===== src/rtl/wp_pkg.sv =====
// Shared definitions for the way-predicting lookup.
// Assumes a fixed associativity of two ways.
package wp_pkg;
    localparam int WAYS = 2;

    typedef enum logic [1:0] {
        ST_IDLE = 2'd0,   // accepting; predicted-way probe
        ST_FULL = 2'd1,   // both ways compared
        ST_FILL = 2'd2    // waiting for refill data
    } lk_state_e;
endpackage


===== src/rtl/wp_way_array.sv =====
// One way of the cache: valid bits, tags and data per set.
// Tag and data reads are gated by rd_en so that a way that is not probed
// presents zeros (the power-saving read). Valid bits are always visible
// because the victim choice needs them. Writes are single-cycle.
module wp_way_array #(
    parameter int IDX_W  = 4,
    parameter int TAG_W  = 8,
    parameter int DATA_W = 32
) (
    input  logic              clk,
    input  logic              rst_n,
    input  logic              rd_en,
    input  logic [IDX_W-1:0]  rd_idx,
    input  logic              wr_en,
    input  logic [IDX_W-1:0]  wr_idx,
    input  logic [TAG_W-1:0]  wr_tag,
    input  logic [DATA_W-1:0] wr_data,
    output logic              valid_o,
    output logic [TAG_W-1:0]  tag_o,
    output logic [DATA_W-1:0] data_o
);
    localparam int SETS = 1 << IDX_W;

    logic [SETS-1:0]   vld_q;
    logic [TAG_W-1:0]  tag_q [SETS];
    logic [DATA_W-1:0] dat_q [SETS];

    // Valid bits: cleared by reset, set by a fill.
    always_ff @(posedge clk) begin
        if (!rst_n) begin
            vld_q <= '0;
        end else if (wr_en) begin
            vld_q[wr_idx] <= 1'b1;
        end
    end

    // Tag and data storage: written on fill, no reset needed.
    always_ff @(posedge clk) begin
        if (wr_en) begin
            tag_q[wr_idx] <= wr_tag;
            dat_q[wr_idx] <= wr_data;
        end
    end

    // Gated read ports.
    always_comb begin
        valid_o = vld_q[rd_idx];
        tag_o   = rd_en ? tag_q[rd_idx] : '0;
        data_o  = rd_en ? dat_q[rd_idx] : '0;
    end
endmodule


===== src/rtl/wp_hint_table.sv =====
// Per-set prediction bit and LRU bit.
// An update marks upd_way as both predicted and most recently used,
// so the LRU bit then names the other way.
module wp_hint_table #(
    parameter int IDX_W = 4
) (
    input  logic             clk,
    input  logic             rst_n,
    input  logic [IDX_W-1:0] rd_idx,
    output logic             pred_o,
    output logic             lru_o,
    input  logic             upd_en,
    input  logic [IDX_W-1:0] upd_idx,
    input  logic             upd_way
);
    localparam int SETS = 1 << IDX_W;

    logic [SETS-1:0] pred_q;
    logic [SETS-1:0] lru_q;

    // Hint storage: cleared on reset, rewritten on every hit or fill.
    always_ff @(posedge clk) begin
        if (!rst_n) begin
            pred_q <= '0;
            lru_q  <= '0;
        end else if (upd_en) begin
            pred_q[upd_idx] <= upd_way;
            lru_q[upd_idx]  <= ~upd_way;
        end
    end

    // Read of the current set's hints.
    always_comb begin
        pred_o = pred_q[rd_idx];
        lru_o  = lru_q[rd_idx];
    end
endmodule


===== src/rtl/wp_lookup_ctrl.sv =====
// Lookup sequencer: probes the predicted way in the acceptance cycle,
// falls back to a two-way compare, and handles refill on a miss.
// Assumes match_w comes from gated array reads of rd_idx/cmp_tag in the
// same cycle, and that no response backpressure exists.
module wp_lookup_ctrl
    import wp_pkg::*;
#(
    parameter int ADDR_W = 12,
    parameter int IDX_W  = 4,
    parameter int DATA_W = 32,
    localparam int TAG_W = ADDR_W - IDX_W
) (
    input  logic                        clk,
    input  logic                        rst_n,
    input  logic                        req_valid,
    input  logic [ADDR_W-1:0]           req_addr,
    output logic                        req_ready,
    output logic [IDX_W-1:0]            rd_idx,
    output logic [TAG_W-1:0]            cmp_tag,
    output logic [WAYS-1:0]             rd_en,
    output logic [WAYS-1:0]             wr_en,
    input  logic [WAYS-1:0]             valid_w,
    input  logic [WAYS-1:0]             match_w,
    input  logic [WAYS-1:0][DATA_W-1:0] data_w,
    input  logic                        pred,
    input  logic                        lru,
    output logic                        upd_en,
    output logic                        upd_way,
    output logic                        rsp_valid,
    output logic                        rsp_hit,
    output logic                        rsp_fast,
    output logic                        rsp_way,
    output logic [DATA_W-1:0]           rsp_data,
    output logic                        fill_req,
    output logic [ADDR_W-1:0]           fill_addr,
    input  logic                        fill_valid,
    input  logic [DATA_W-1:0]           fill_data
);
    lk_state_e         state_q;
    logic [ADDR_W-1:0] hold_q;
    logic [ADDR_W-1:0] cur_addr;
    logic              victim;
    logic              fast_hit;
    logic              late_hit;
    logic              fill_done;

    // Address under lookup: live request when idle, held copy otherwise.
    always_comb begin
        cur_addr = (state_q == ST_IDLE) ? req_addr : hold_q;
        rd_idx   = cur_addr[IDX_W-1:0];
        cmp_tag  = cur_addr[ADDR_W-1:IDX_W];
    end

    // Read enables: predicted way only on the probe, both on the full compare.
    always_comb begin
        rd_en = '0;
        case (state_q)
            ST_IDLE: if (req_valid) rd_en[pred] = 1'b1;
            ST_FULL: rd_en = '1;
            default: rd_en = '0;
        endcase
    end

    // Outcome decode and victim choice.
    always_comb begin
        fast_hit  = (state_q == ST_IDLE) && req_valid && match_w[pred];
        late_hit  = (state_q == ST_FULL) && (|match_w);
        fill_done = (state_q == ST_FILL) && fill_valid;
        if (!valid_w[0])      victim = 1'b0;
        else if (!valid_w[1]) victim = 1'b1;
        else                  victim = lru;
    end

    // Hint update and fill write strobes.
    always_comb begin
        upd_en  = fast_hit || late_hit || fill_done;
        upd_way = pred;
        if (late_hit)  upd_way = match_w[1];
        if (fill_done) upd_way = victim;
        wr_en = '0;
        if (fill_done) wr_en[victim] = 1'b1;
    end

    // Handshake and refill outputs.
    always_comb begin
        req_ready = (state_q == ST_IDLE);
        fill_req  = (state_q == ST_FILL);
        fill_addr = hold_q;
    end

    // Sequencer state and held address.
    always_ff @(posedge clk) begin
        if (!rst_n) begin
            state_q <= ST_IDLE;
            hold_q  <= '0;
        end else begin
            case (state_q)
                ST_IDLE: if (req_valid && !match_w[pred]) begin
                    hold_q  <= req_addr;
                    state_q <= ST_FULL;
                end
                ST_FULL: state_q <= (|match_w) ? ST_IDLE : ST_FILL;
                ST_FILL: if (fill_valid) state_q <= ST_IDLE;
                default: state_q <= ST_IDLE;
            endcase
        end
    end

    // Registered response, one pulse per completed lookup.
    always_ff @(posedge clk) begin
        if (!rst_n) begin
            rsp_valid <= 1'b0;
            rsp_hit   <= 1'b0;
            rsp_fast  <= 1'b0;
            rsp_way   <= 1'b0;
            rsp_data  <= '0;
        end else begin
            rsp_valid <= fast_hit || late_hit || fill_done;
            if (fast_hit) begin
                rsp_hit  <= 1'b1;
                rsp_fast <= 1'b1;
                rsp_way  <= pred;
                rsp_data <= data_w[pred];
            end else if (late_hit) begin
                rsp_hit  <= 1'b1;
                rsp_fast <= 1'b0;
                rsp_way  <= match_w[1];
                rsp_data <= data_w[match_w[1]];
            end else if (fill_done) begin
                rsp_hit  <= 1'b0;
                rsp_fast <= 1'b0;
                rsp_way  <= victim;
                rsp_data <= fill_data;
            end
        end
    end
endmodule


===== src/rtl/wp_cache_lookup.sv =====
// Top of the way-predicting two-way lookup. Instantiates one array per way
// through a generate loop, the hint table and the sequencer, and forms the
// per-way tag match from the gated array reads.
// Assumes: one refill beat per fill_req, no response backpressure.
module wp_cache_lookup
    import wp_pkg::*;
#(
    parameter int ADDR_W = 12,
    parameter int IDX_W  = 4,
    parameter int DATA_W = 32
) (
    input  logic              clk,
    input  logic              rst_n,
    input  logic              req_valid,
    output logic              req_ready,
    input  logic [ADDR_W-1:0] req_addr,
    output logic              rsp_valid,
    output logic              rsp_hit,
    output logic              rsp_fast,
    output logic              rsp_way,
    output logic [DATA_W-1:0] rsp_data,
    output logic              fill_req,
    output logic [ADDR_W-1:0] fill_addr,
    input  logic              fill_valid,
    input  logic [DATA_W-1:0] fill_data
);
    localparam int TAG_W = ADDR_W - IDX_W;

    logic [IDX_W-1:0]            rd_idx;
    logic [TAG_W-1:0]            cmp_tag;
    logic [WAYS-1:0]             rd_en;
    logic [WAYS-1:0]             wr_en;
    logic [WAYS-1:0]             valid_w;
    logic [WAYS-1:0]             match_w;
    logic [WAYS-1:0][TAG_W-1:0]  tag_w;
    logic [WAYS-1:0][DATA_W-1:0] data_w;
    logic                        pred;
    logic                        lru;
    logic                        upd_en;
    logic                        upd_way;

    for (genvar w = 0; w < WAYS; w++) begin : g_way
        wp_way_array #(
            .IDX_W (IDX_W),
            .TAG_W (TAG_W),
            .DATA_W(DATA_W)
        ) u_arr (
            .clk    (clk),
            .rst_n  (rst_n),
            .rd_en  (rd_en[w]),
            .rd_idx (rd_idx),
            .wr_en  (wr_en[w]),
            .wr_idx (rd_idx),
            .wr_tag (cmp_tag),
            .wr_data(fill_data),
            .valid_o(valid_w[w]),
            .tag_o  (tag_w[w]),
            .data_o (data_w[w])
        );

        // Tag match counts only for a way that was actually read.
        always_comb match_w[w] = rd_en[w] && valid_w[w] && (tag_w[w] == cmp_tag);
    end

    wp_hint_table #(.IDX_W(IDX_W)) u_hint (
        .clk    (clk),
        .rst_n  (rst_n),
        .rd_idx (rd_idx),
        .pred_o (pred),
        .lru_o  (lru),
        .upd_en (upd_en),
        .upd_idx(rd_idx),
        .upd_way(upd_way)
    );

    wp_lookup_ctrl #(
        .ADDR_W(ADDR_W),
        .IDX_W (IDX_W),
        .DATA_W(DATA_W)
    ) u_ctrl (
        .clk       (clk),
        .rst_n     (rst_n),
        .req_valid (req_valid),
        .req_addr  (req_addr),
        .req_ready (req_ready),
        .rd_idx    (rd_idx),
        .cmp_tag   (cmp_tag),
        .rd_en     (rd_en),
        .wr_en     (wr_en),
        .valid_w   (valid_w),
        .match_w   (match_w),
        .data_w    (data_w),
        .pred      (pred),
        .lru       (lru),
        .upd_en    (upd_en),
        .upd_way   (upd_way),
        .rsp_valid (rsp_valid),
        .rsp_hit   (rsp_hit),
        .rsp_fast  (rsp_fast),
        .rsp_way   (rsp_way),
        .rsp_data  (rsp_data),
        .fill_req  (fill_req),
        .fill_addr (fill_addr),
        .fill_valid(fill_valid),
        .fill_data (fill_data)
    );
endmodule


===== config.mk =====
export PLATFORM = sky130hd
export DESIGN_NAME = wp_cache_lookup
export DESIGN_NICKNAME = d
export VERILOG_FILES = /design/src/rtl/wp_pkg.sv /design/src/rtl/wp_way_array.sv /design/src/rtl/wp_hint_table.sv /design/src/rtl/wp_lookup_ctrl.sv /design/src/rtl/wp_cache_lookup.sv
export SDC_FILE = /design/constraint.sdc
export NUM_CORES = 2
export LEC_CHECK = 0
export BUFFER_PORTS_ARGS = -buffer_cell sky130_fd_sc_hd__clkbuf_2
export CAP_MARGIN = 20
export CELL_PAD_IN_SITES_DETAIL_PLACEMENT = 1
export CELL_PAD_IN_SITES_GLOBAL_PLACEMENT = 1
export CORE_ASPECT_RATIO = 0.9
export CORE_MARGIN = 3
export CORE_UTILIZATION = 40
export CTS_CLUSTER_DIAMETER = 50
export DETAILED_ROUTE_END_ITERATION = 16
export PLACE_DENSITY_LB_ADDON = 0.1
export SYNTH_ARGS = -nofsm -noshare
export SYNTH_HDL_FRONTEND = slang
export SYNTH_SLANG_ARGS = --single-unit
export TNS_END_PERCENT = 50

===== constraint.sdc =====
create_clock -name clk -period 10.7 [get_ports clk]
set_clock_uncertainty 0.1 [all_clocks]
set_input_delay 1.07 -clock clk [delete_from_list [all_inputs] [get_ports clk]]
set_output_delay 1.07 -clock clk [all_outputs]
set_load 0.005 [all_outputs]

* Word-level counts from Yosys, hierarchy flattened
Memory sizes are Yosys's and may differ from the RTL's. Index checks and enable logic that the tools add are counted.
Storage, ports and cells: register bits after elaboration 114, memory bits (writable) 1280, bits of input ports 48, memories 4
Cells by class: magnitude comparators 7, equality and inequality tests 6, muxes and demuxes 53, bitwise logic cells 3, reduce and logical (&&, ||, !) cells 20
Memory list:
- g_way[0].u_arr.dat_q | depth 16, bits a word 32, rd ports 1, clocked after memory_dff 0, write ports 1, RTL line wp_way_array.sv:26 | logic [DATA_W-1:0] dat_q [SETS];
- g_way[1].u_arr.dat_q | depth 16, bits a word 32, rd ports 1, clocked after memory_dff 0, write ports 1, RTL line wp_way_array.sv:26
- g_way[0].u_arr.tag_q | depth 16, bits a word 8, rd ports 1, clocked after memory_dff 0, write ports 1, RTL line wp_way_array.sv:25 | logic [TAG_W-1:0] tag_q [SETS];
- g_way[1].u_arr.tag_q | depth 16, bits a word 8, rd ports 1, clocked after memory_dff 0, write ports 1, RTL line wp_way_array.sv:25
Operators by type and width (count):
- $mux 32 | 9
- $bwmux 16 | 2
- $or 16x16->16 | 2
- $mux 1 | 25
- $bmux 1 s4 | 4
- $eq 8x8->1 | 2
- $mux 8 | 2
- $logic_and 1x1->1 | 12
- $mux 12 | 1
- $mux 2 | 5
- $lt 1x2->1 const B | 3
- $pmux 2 s3 | 1
- $lt 4x5->1 const B | 1
- $demux 1 s4 | 1
- $ge 4x1->1 const B | 1
- $ne 2x1->1 const B | 2
- $pmux 2 s2 | 1
- $reduce_and 2->1 | 2
- $reduce_bool 3->1 | 1
- $demux 1 s1 | 2
- $eq 2x1->1 const B | 1
- $eq 2x2->1 const B | 1
- $ge 1x1->1 const B | 2
- $logic_not 2->1 | 1
- other kinds (4) | 5

* Longest topological paths before layout
depth after elaboration 19, gate-level depth with buffers 18, gate-level depth less buffers 12

* Cells and area by module
From an unflattened synthesis, not the netlist that was laid out.
Second synthesis, totals: cells, all modules 3274, area total of the unflattened synthesis 55897.4 µm²
Modules (own cells, without submodules):
- wp_way_array at g_way[0].u_arr | times used 1, cells each 1355, area an instance 25473.2 µm², seq. area each 19538.7 µm²
- wp_way_array at g_way[1].u_arr | times used 1, cells each 1360, area an instance 25434.4 µm², seq. area each 19538.7 µm²
- wp_lookup_ctrl | times used 1, cells each 359, area an instance 3164.3 µm², seq. area each 1001.0 µm²
- wp_hint_table | times used 1, cells each 176, area an instance 1632.8 µm², seq. area each 640.6 µm²
- wp_cache_lookup | times used 1, cells each 24, area an instance 192.7 µm², seq. area each 0.0 µm²

* Least setup slack after synthesis
Ideal clock, no wire load.
path kind input to register, start point in req_addr[1], end point mem g_way[0].u_arr.dat_q[15][0], enable pin, setup time 439 ps, arrival time 4972 ps, slack 5189 ps, stages on the path 10, path buffers 2, cell sequence or4b_1 -> o21ai_1 -> clkbuf_1 -> a22oi_1 -> a21oi_1 -> a2111oi_1 -> a2111oi_0 -> o21ai_1 -> buf_2 -> nor2_1
On the way: word-level cells in the longest chain between the ends 12, elaborated cells on any way between the ends 17, classes of those cells order compare: 2; mux: 14; reduce/logical: 1
Ends and longest elaborated chain:
- start: declaration | RTL line wp_cache_lookup.sv:16 | input logic [ADDR_W-1:0] req_addr,
- $mux 12 (*) | RTL line wp_lookup_ctrl.sv:49 | cur_addr = (state_q == ST_IDLE) ? req_addr : hold_q;
- $bmux 1 s4, on equally long branches | RTL line wp_hint_table.sv:35, wp_way_array.sv:47
- $mux 1, on equally long branches | RTL line wp_hint_table.sv:35, wp_way_array.sv:47
- $mux 1 | RTL line wp_lookup_ctrl.sv:70 | else if (!valid_w[1]) victim = 1'b1;
- $mux 1 | RTL line wp_lookup_ctrl.sv:69 | if (!valid_w[0]) victim = 1'b0;
- $lt 1x2->1 (implied by the code) / $ge 1x1->1 (equally long branches) | RTL line wp_lookup_ctrl.sv:81 | if (fill_done) wr_en[victim] = 1'b1;
- $logic_and 1x1->1 (implied by the code) | RTL line wp_lookup_ctrl.sv:81
- $mux 1 (implied by the code) | RTL line wp_lookup_ctrl.sv:81
- $demux 1 s1
- $mux 2 | RTL line wp_lookup_ctrl.sv:81
- $mux 1 | RTL line wp_way_array.sv:39 | if (wr_en) begin
- $mux 1 (implied by the code) | RTL line wp_way_array.sv:41 | dat_q[wr_idx] <= wr_data;
- end: declaration | RTL line wp_way_array.sv:26
Mark *: on every way between the ends. The rest lies on a longest branch, timed or not. The select of a mux whose other input is x is not followed.

* Worst setup path after layout
start point reg u_ctrl.state_q[1], end point reg u_ctrl.rsp_data[13]
On the way: word-level cells in the longest chain between the ends 17, elaborated cells on any way between the ends 45, classes of those cells order compare: 2; eq/ne: 4; mux: 23; reduce/logical: 12; memory: 4
Ends and longest elaborated chain:
- start: declaration | RTL line wp_lookup_ctrl.sv:39 | lk_state_e state_q;
- start signal: assignment | RTL line wp_lookup_ctrl.sv:102 | ST_FULL: state_q <= (|match_w) ? ST_IDLE : ST_FILL;
- $logic_not 2->1 | RTL line wp_lookup_ctrl.sv:49, wp_lookup_ctrl.sv:57, wp_lookup_ctrl.sv:66
- $mux 12 | RTL line wp_lookup_ctrl.sv:49
- $bmux 1 s4 | RTL line wp_hint_table.sv:34 | pred_o = pred_q[rd_idx];
- $mux 1 (implied by the code) | RTL line wp_hint_table.sv:34
- $lt 1x2->1 (implied by the code) / $ge 1x1->1 (equally long branches) | RTL line wp_lookup_ctrl.sv:58 | ST_IDLE: if (req_valid) rd_en[pred] = 1'b1;
- $logic_and 1x1->1 (implied by the code) | RTL line wp_lookup_ctrl.sv:58
- $mux 1 (implied by the code) | RTL line wp_lookup_ctrl.sv:58
- $demux 1 s1
- $mux 2 | RTL line wp_lookup_ctrl.sv:58
- $pmux 2 s2 | RTL line wp_lookup_ctrl.sv:57 | case (state_q)
- $mux 8 | RTL line wp_way_array.sv:48 | tag_o = rd_en ? tag_q[rd_idx] : '0;
- $eq 8x8->1 | RTL line wp_cache_lookup.sv:62 | always_comb match_w[w] = rd_en[w] && valid_w[w] && (tag_w[w] == cmp_tag);
- $logic_and 1x1->1 | RTL line wp_cache_lookup.sv:62
- $mux 32 (implied by the code), or another cell as far along (2 in a row) | RTL line wp_lookup_ctrl.sv:128 | rsp_data <= data_w[match_w[1]];
- $mux 32 / $logic_and 1x1->1 (equally long branches) | RTL line wp_lookup_ctrl.sv:124, wp_lookup_ctrl.sv:66
- $mux 32 / $reduce_bool 3->1 (equally long branches)
- end signal: assignment | RTL line wp_lookup_ctrl.sv:123 | rsp_data <= data_w[pred];
- end signal: assignment | RTL line wp_lookup_ctrl.sv:128
- end signal: assignment | RTL line wp_lookup_ctrl.sv:133 | rsp_data <= fill_data;
- end: declaration | RTL line wp_lookup_ctrl.sv:33 | output logic [DATA_W-1:0] rsp_data,
Parallel ways exist; a longest one is shown, timed or not. The select of a mux whose other input is x is not followed. A chain may end at the register's enable or synchronous reset.

==> Flow_metrics.wiki <==
{| class="wikitable"
! Metric !! Value
|-
| TritonCTS clock tree || yes
|-
| Post-route worst setup slack || 4.50 ns
|-
| Post-synthesis cell area || 51800 sq um
|-
| Sinks on the clock net || about 1.4k
|-
| CTS root buffer || clkbuf_16
|-
| Area share of and/or/nand/nor cells after synthesis || 3.30%
|-
| Total via count in the routed design || 32.1k
|-
| Global-route wire length before repair || 243000 microns
|-
| Metal2 WL || between 80000 and 90000 microns
|-
| Async set or reset register ratio after synthesis || 0%
|-
| Via count of the first global-routing pass || 33.1k
|-
| Xor/xnor cell area share of the yosys netlist || 0.271%
|-
| Fin. Hold Viols || 0
|-
| Final wirelength || 172000 microns
|-
| Half-perimeter wire length after placement || 82600 microns
|-
| Total grt overflow || 0
|-
| Worst setup path class || reg2reg
|-
| Final worst path period need || around 6.2 ns
|-
| Initial core utilization || just over 40%
|-
| Detailed-route wire length on metal 1 || roughly 75000 microns
|-
| Number of antenna violations at the first check in global routing || 4
|-
| Final TNS setup || 0 ns
|-
| Area growth syn-to-layout || 14.6%
|-
| Instance area at placement || 54400 sq um
|-
| Combinational family with the most area after synthesis || compound AO/OA/AOI/OAI gates
|-
| F_max || between 0.15 and 0.2 GHz
|-
| Final worst hold slack || 0.366 ns
|-
| Fraction of the cycle the final worst path needs || 57.9%
|-
| Maximum number of pins on one net before global-route repair || ~120
|-
| Post-synth cell types || 60
|-
| Compound-gate portion of the synthesized area || 13.5%
|-
| Share of cell area taken by muxes after synthesis || 2.27%
|-
| Gpl congestion || 0.784
|-
| Power Density || 202 nW/um^2
|-
| Data arrival at the endpoint of the critical path || 6.71 ns
|-
| Slew at the pin closest to its max-slew limit || 1.19 ns
|-
| Horizontal extent of the die || 385 microns
|-
| Synth Net Count || 3309
|-
| Die H || 347 microns
|-
| Setup repair after global routing missed its margin || false
|-
| Diode count || 0
|-
| Core area || approximately 130000 sq um
|-
| Number of iterations in the first detailed-routing pass || 5
|-
| Post-synthesis sequential element count || 1394
|-
| Critical path startpoint category || register
|-
| Primary FF master, synth || edfxtp_1
|-
| Final net count || around 3.4k
|-
| Uppermost signal routing layer after detailed routing || met5
|-
| Floorplan die area || 134000 sq um
|-
| Leakage power of the design || approximately 19 nW
|-
| CTS buffer count || between 150 and 200
|-
| Resize count post-CTS || 0
|-
| DRC violations left || 0
|-
| Post-route core utilization || 46.5%
|-
| I/O Pins || 98
|-
| Slew margin rel. || about a fifth
|-
| CTS clk-pin slew, worst paths || 0.06 ns
|-
| Total number of yosys warnings || 0
|-
| Post-Synth Adder-Cell Area || 0%
|-
| Row count || ~120
|-
| Setup violations, final || 0
|-
| Average instance area after synthesis || around 16 sq um
|-
| Met3 wirelength from detailed routing || around 10000 microns
|-
| Routed via count divided by cell count || around 6.2
|-
| Hold buffer count at CTS || 0
|-
| Number of DRC markers in iteration 0 || 3524
|-
| Insertion delay of the later-clocked pin in the worst-skew pair || 0.77 ns
|-
| Remaining number of nets flagged by the antenna check after routing || 0
|-
| Capturing element type of the critical path || register
|-
| Worst EP required || 11.21 ns
|-
| Proportion of layout cells with a drive suffix above 1 || 14.4%
|-
| Number of levels the H-tree was split into || 4
|-
| Slack of the worst reg-to-reg path || approximately 4.5 ns
|-
| Final Max Tran Viols || 0
|-
| Synthesized netlist cell count || 3261
|-
| Count of buffers inserted at the top-level ports || 97
|-
| Max Buffers Root-to-Sink || 3
|-
| Outcome || complete, no violations
|-
| Worst voltage drop across the vdd grid || 0.129 mV
|-
| Post-CTS setup repair buffer count || 0
|-
| CP Max Fanout || 73
|-
| Number of maximum-capacitance violations || 0
|-
| Sequential element share of the synthesized area || 78.6%
|-
| Area of all placed cells without fillers || 59300 sq um
|-
| GRT Resource Usage Total || 25.4%
|-
| Routed wirelength normalized by instance count || 33.1 microns
|-
| Count of flip-flops with a built-in enable after synthesis || 1280
|-
| Worst setup slack after placement || roughly 4.2 ns
|-
| Kind of path behind the tightest hold check || reg2reg
|}
-- layer usage --
metal	track usage, %	up-vias
met5	0	-
met4	7.26	2
met3	3.62	262
met2	41.2	1118
met1	35.9	17100
li1	-	13500
-- metrics by stage --
stage                     power (mW)  cells
after floorplan                 6.59   3261
after global placement          6.93   4906
after detailed placement        6.94   4909
after CTS                       12.1   5185
after global routing            12.4   5190
final                           12.0   5190
-- worst max-delay path, cell delays in order, from the launching register on --
cell,delay [ns]
dfxtp_1,0.37
or2_1,0.36
inv_4,0.31
o31a_2,0.35
buf_4,0.75
buf_4,0.88
o22ai_1,0.19
o21ai_0,0.22
nand4_1,0.14
xnor2_1,0.20
nor4_4,0.53
nand3_1,0.21
a21oi_4,0.16
buf_4,0.65
mux2i_1,0.29
o221ai_1,0.15
-- cell usage after synthesis (all sizes together), types with 2 or more instances --
master	number	area, sq um
a2111oi	3	46.3
a21boi	5	41.3
a21oi	30	165
a22oi	50	375
and3	2	13.8
buf	61	352
clkbuf	166	623
dfxtp	114	2280
edfxtp	1280	38400
inv	12	47.6
mux2	58	653
mux2i	52	521
nand2	38	143
nand2b	3	18.8
nand3	6	35.0
nand3b	5	37.5
nand4	85	532
nor2	162	608
nor2b	2	12.5
nor3	11	81.3
nor4	6	82.6
o211a	16	160
o21a	21	158
o21ai	371	1860
o221ai	6	52.6
o22ai	648	4050
o31ai	2	25.0
or2	17	106
or4b	2	20.0
xnor2	16	140
-- state kept, by name (all words and copies together), names as in the netlist --
signal	flops
g_way.u_arr.dat_q	1024
g_way.u_arr.tag_q	256
g_way.u_arr.vld_q	32
u_ctrl.fill_addr	12
u_ctrl.rsp_data	32
u_ctrl.rsp_fast	1
u_ctrl.rsp_hit	1
u_ctrl.rsp_valid	1
u_ctrl.rsp_way	1
u_ctrl.state_q	2
u_hint.lru_q	16
u_hint.pred_q	16
-- logic make-up after synthesis --
| family | Yosys count |
|---|---|
| AO/OA/AOI/OAI | 1160 |
| XOR/XNOR | 16 |
| buffers and inverters | 239 |
| flip-flops | 1394 |
| multiplexers | 110 |
| AND/OR/NAND/NOR | 342 |
-- layout by cell type, fill, tap and decap left out, drive strengths merged, types with 21 or more instances in the layout --
cell type and count:
a22oi 50, buf 82, clkbuf 292, a21oi 30, o21ai 371, clkinv 48
mux2 58, o22ai 648, inv 26, o21a 21, nand2 38, edfxtp 1280
mux2i 52, nor2 162, dfxtp 114, nand4 85
-- cell type report --
class / count / area (sq um)
sequential: 1394 / 40700
tap: 1701 / 2130
clock buffer: 195 / 4050
inverter: 12 / 47.5
multi-input combinational: 1628 / 10400
fill: 12200 / 68300
clock inverter: 81 / 796
timing repair buffer: 179 / 1240
-- power breakdown --
group / leakage (nW) / internal [mW] / total (mW) / switching [mW]
clock: 2.34 / 2.98 / 5.14 / 2.16
sequential: 12.4 / 5.97 / 5.99 / 0.0118
combinational: 3.78 / 0.229 / 0.852 / 0.624
-- path summary, 6_finish.rpt --
| path | depth (start not counted) | startpoint | to |
|---|---|---|---|
| worst max-delay path | 15 | u_ctrl.state_q[1] | u_ctrl.rsp_data[13] |
| worst min register to register | 1 | g_way[0].u_arr.vld_q[11] | g_way[0].u_arr.vld_q[11] |
| worst min-delay path | 1 | g_way[0].u_arr.vld_q[11] | g_way[0].u_arr.vld_q[11] |
| worst max register to register | 15 | u_ctrl.state_q[1] | u_ctrl.rsp_data[13] |
Power figures use the tool's default switching activity.
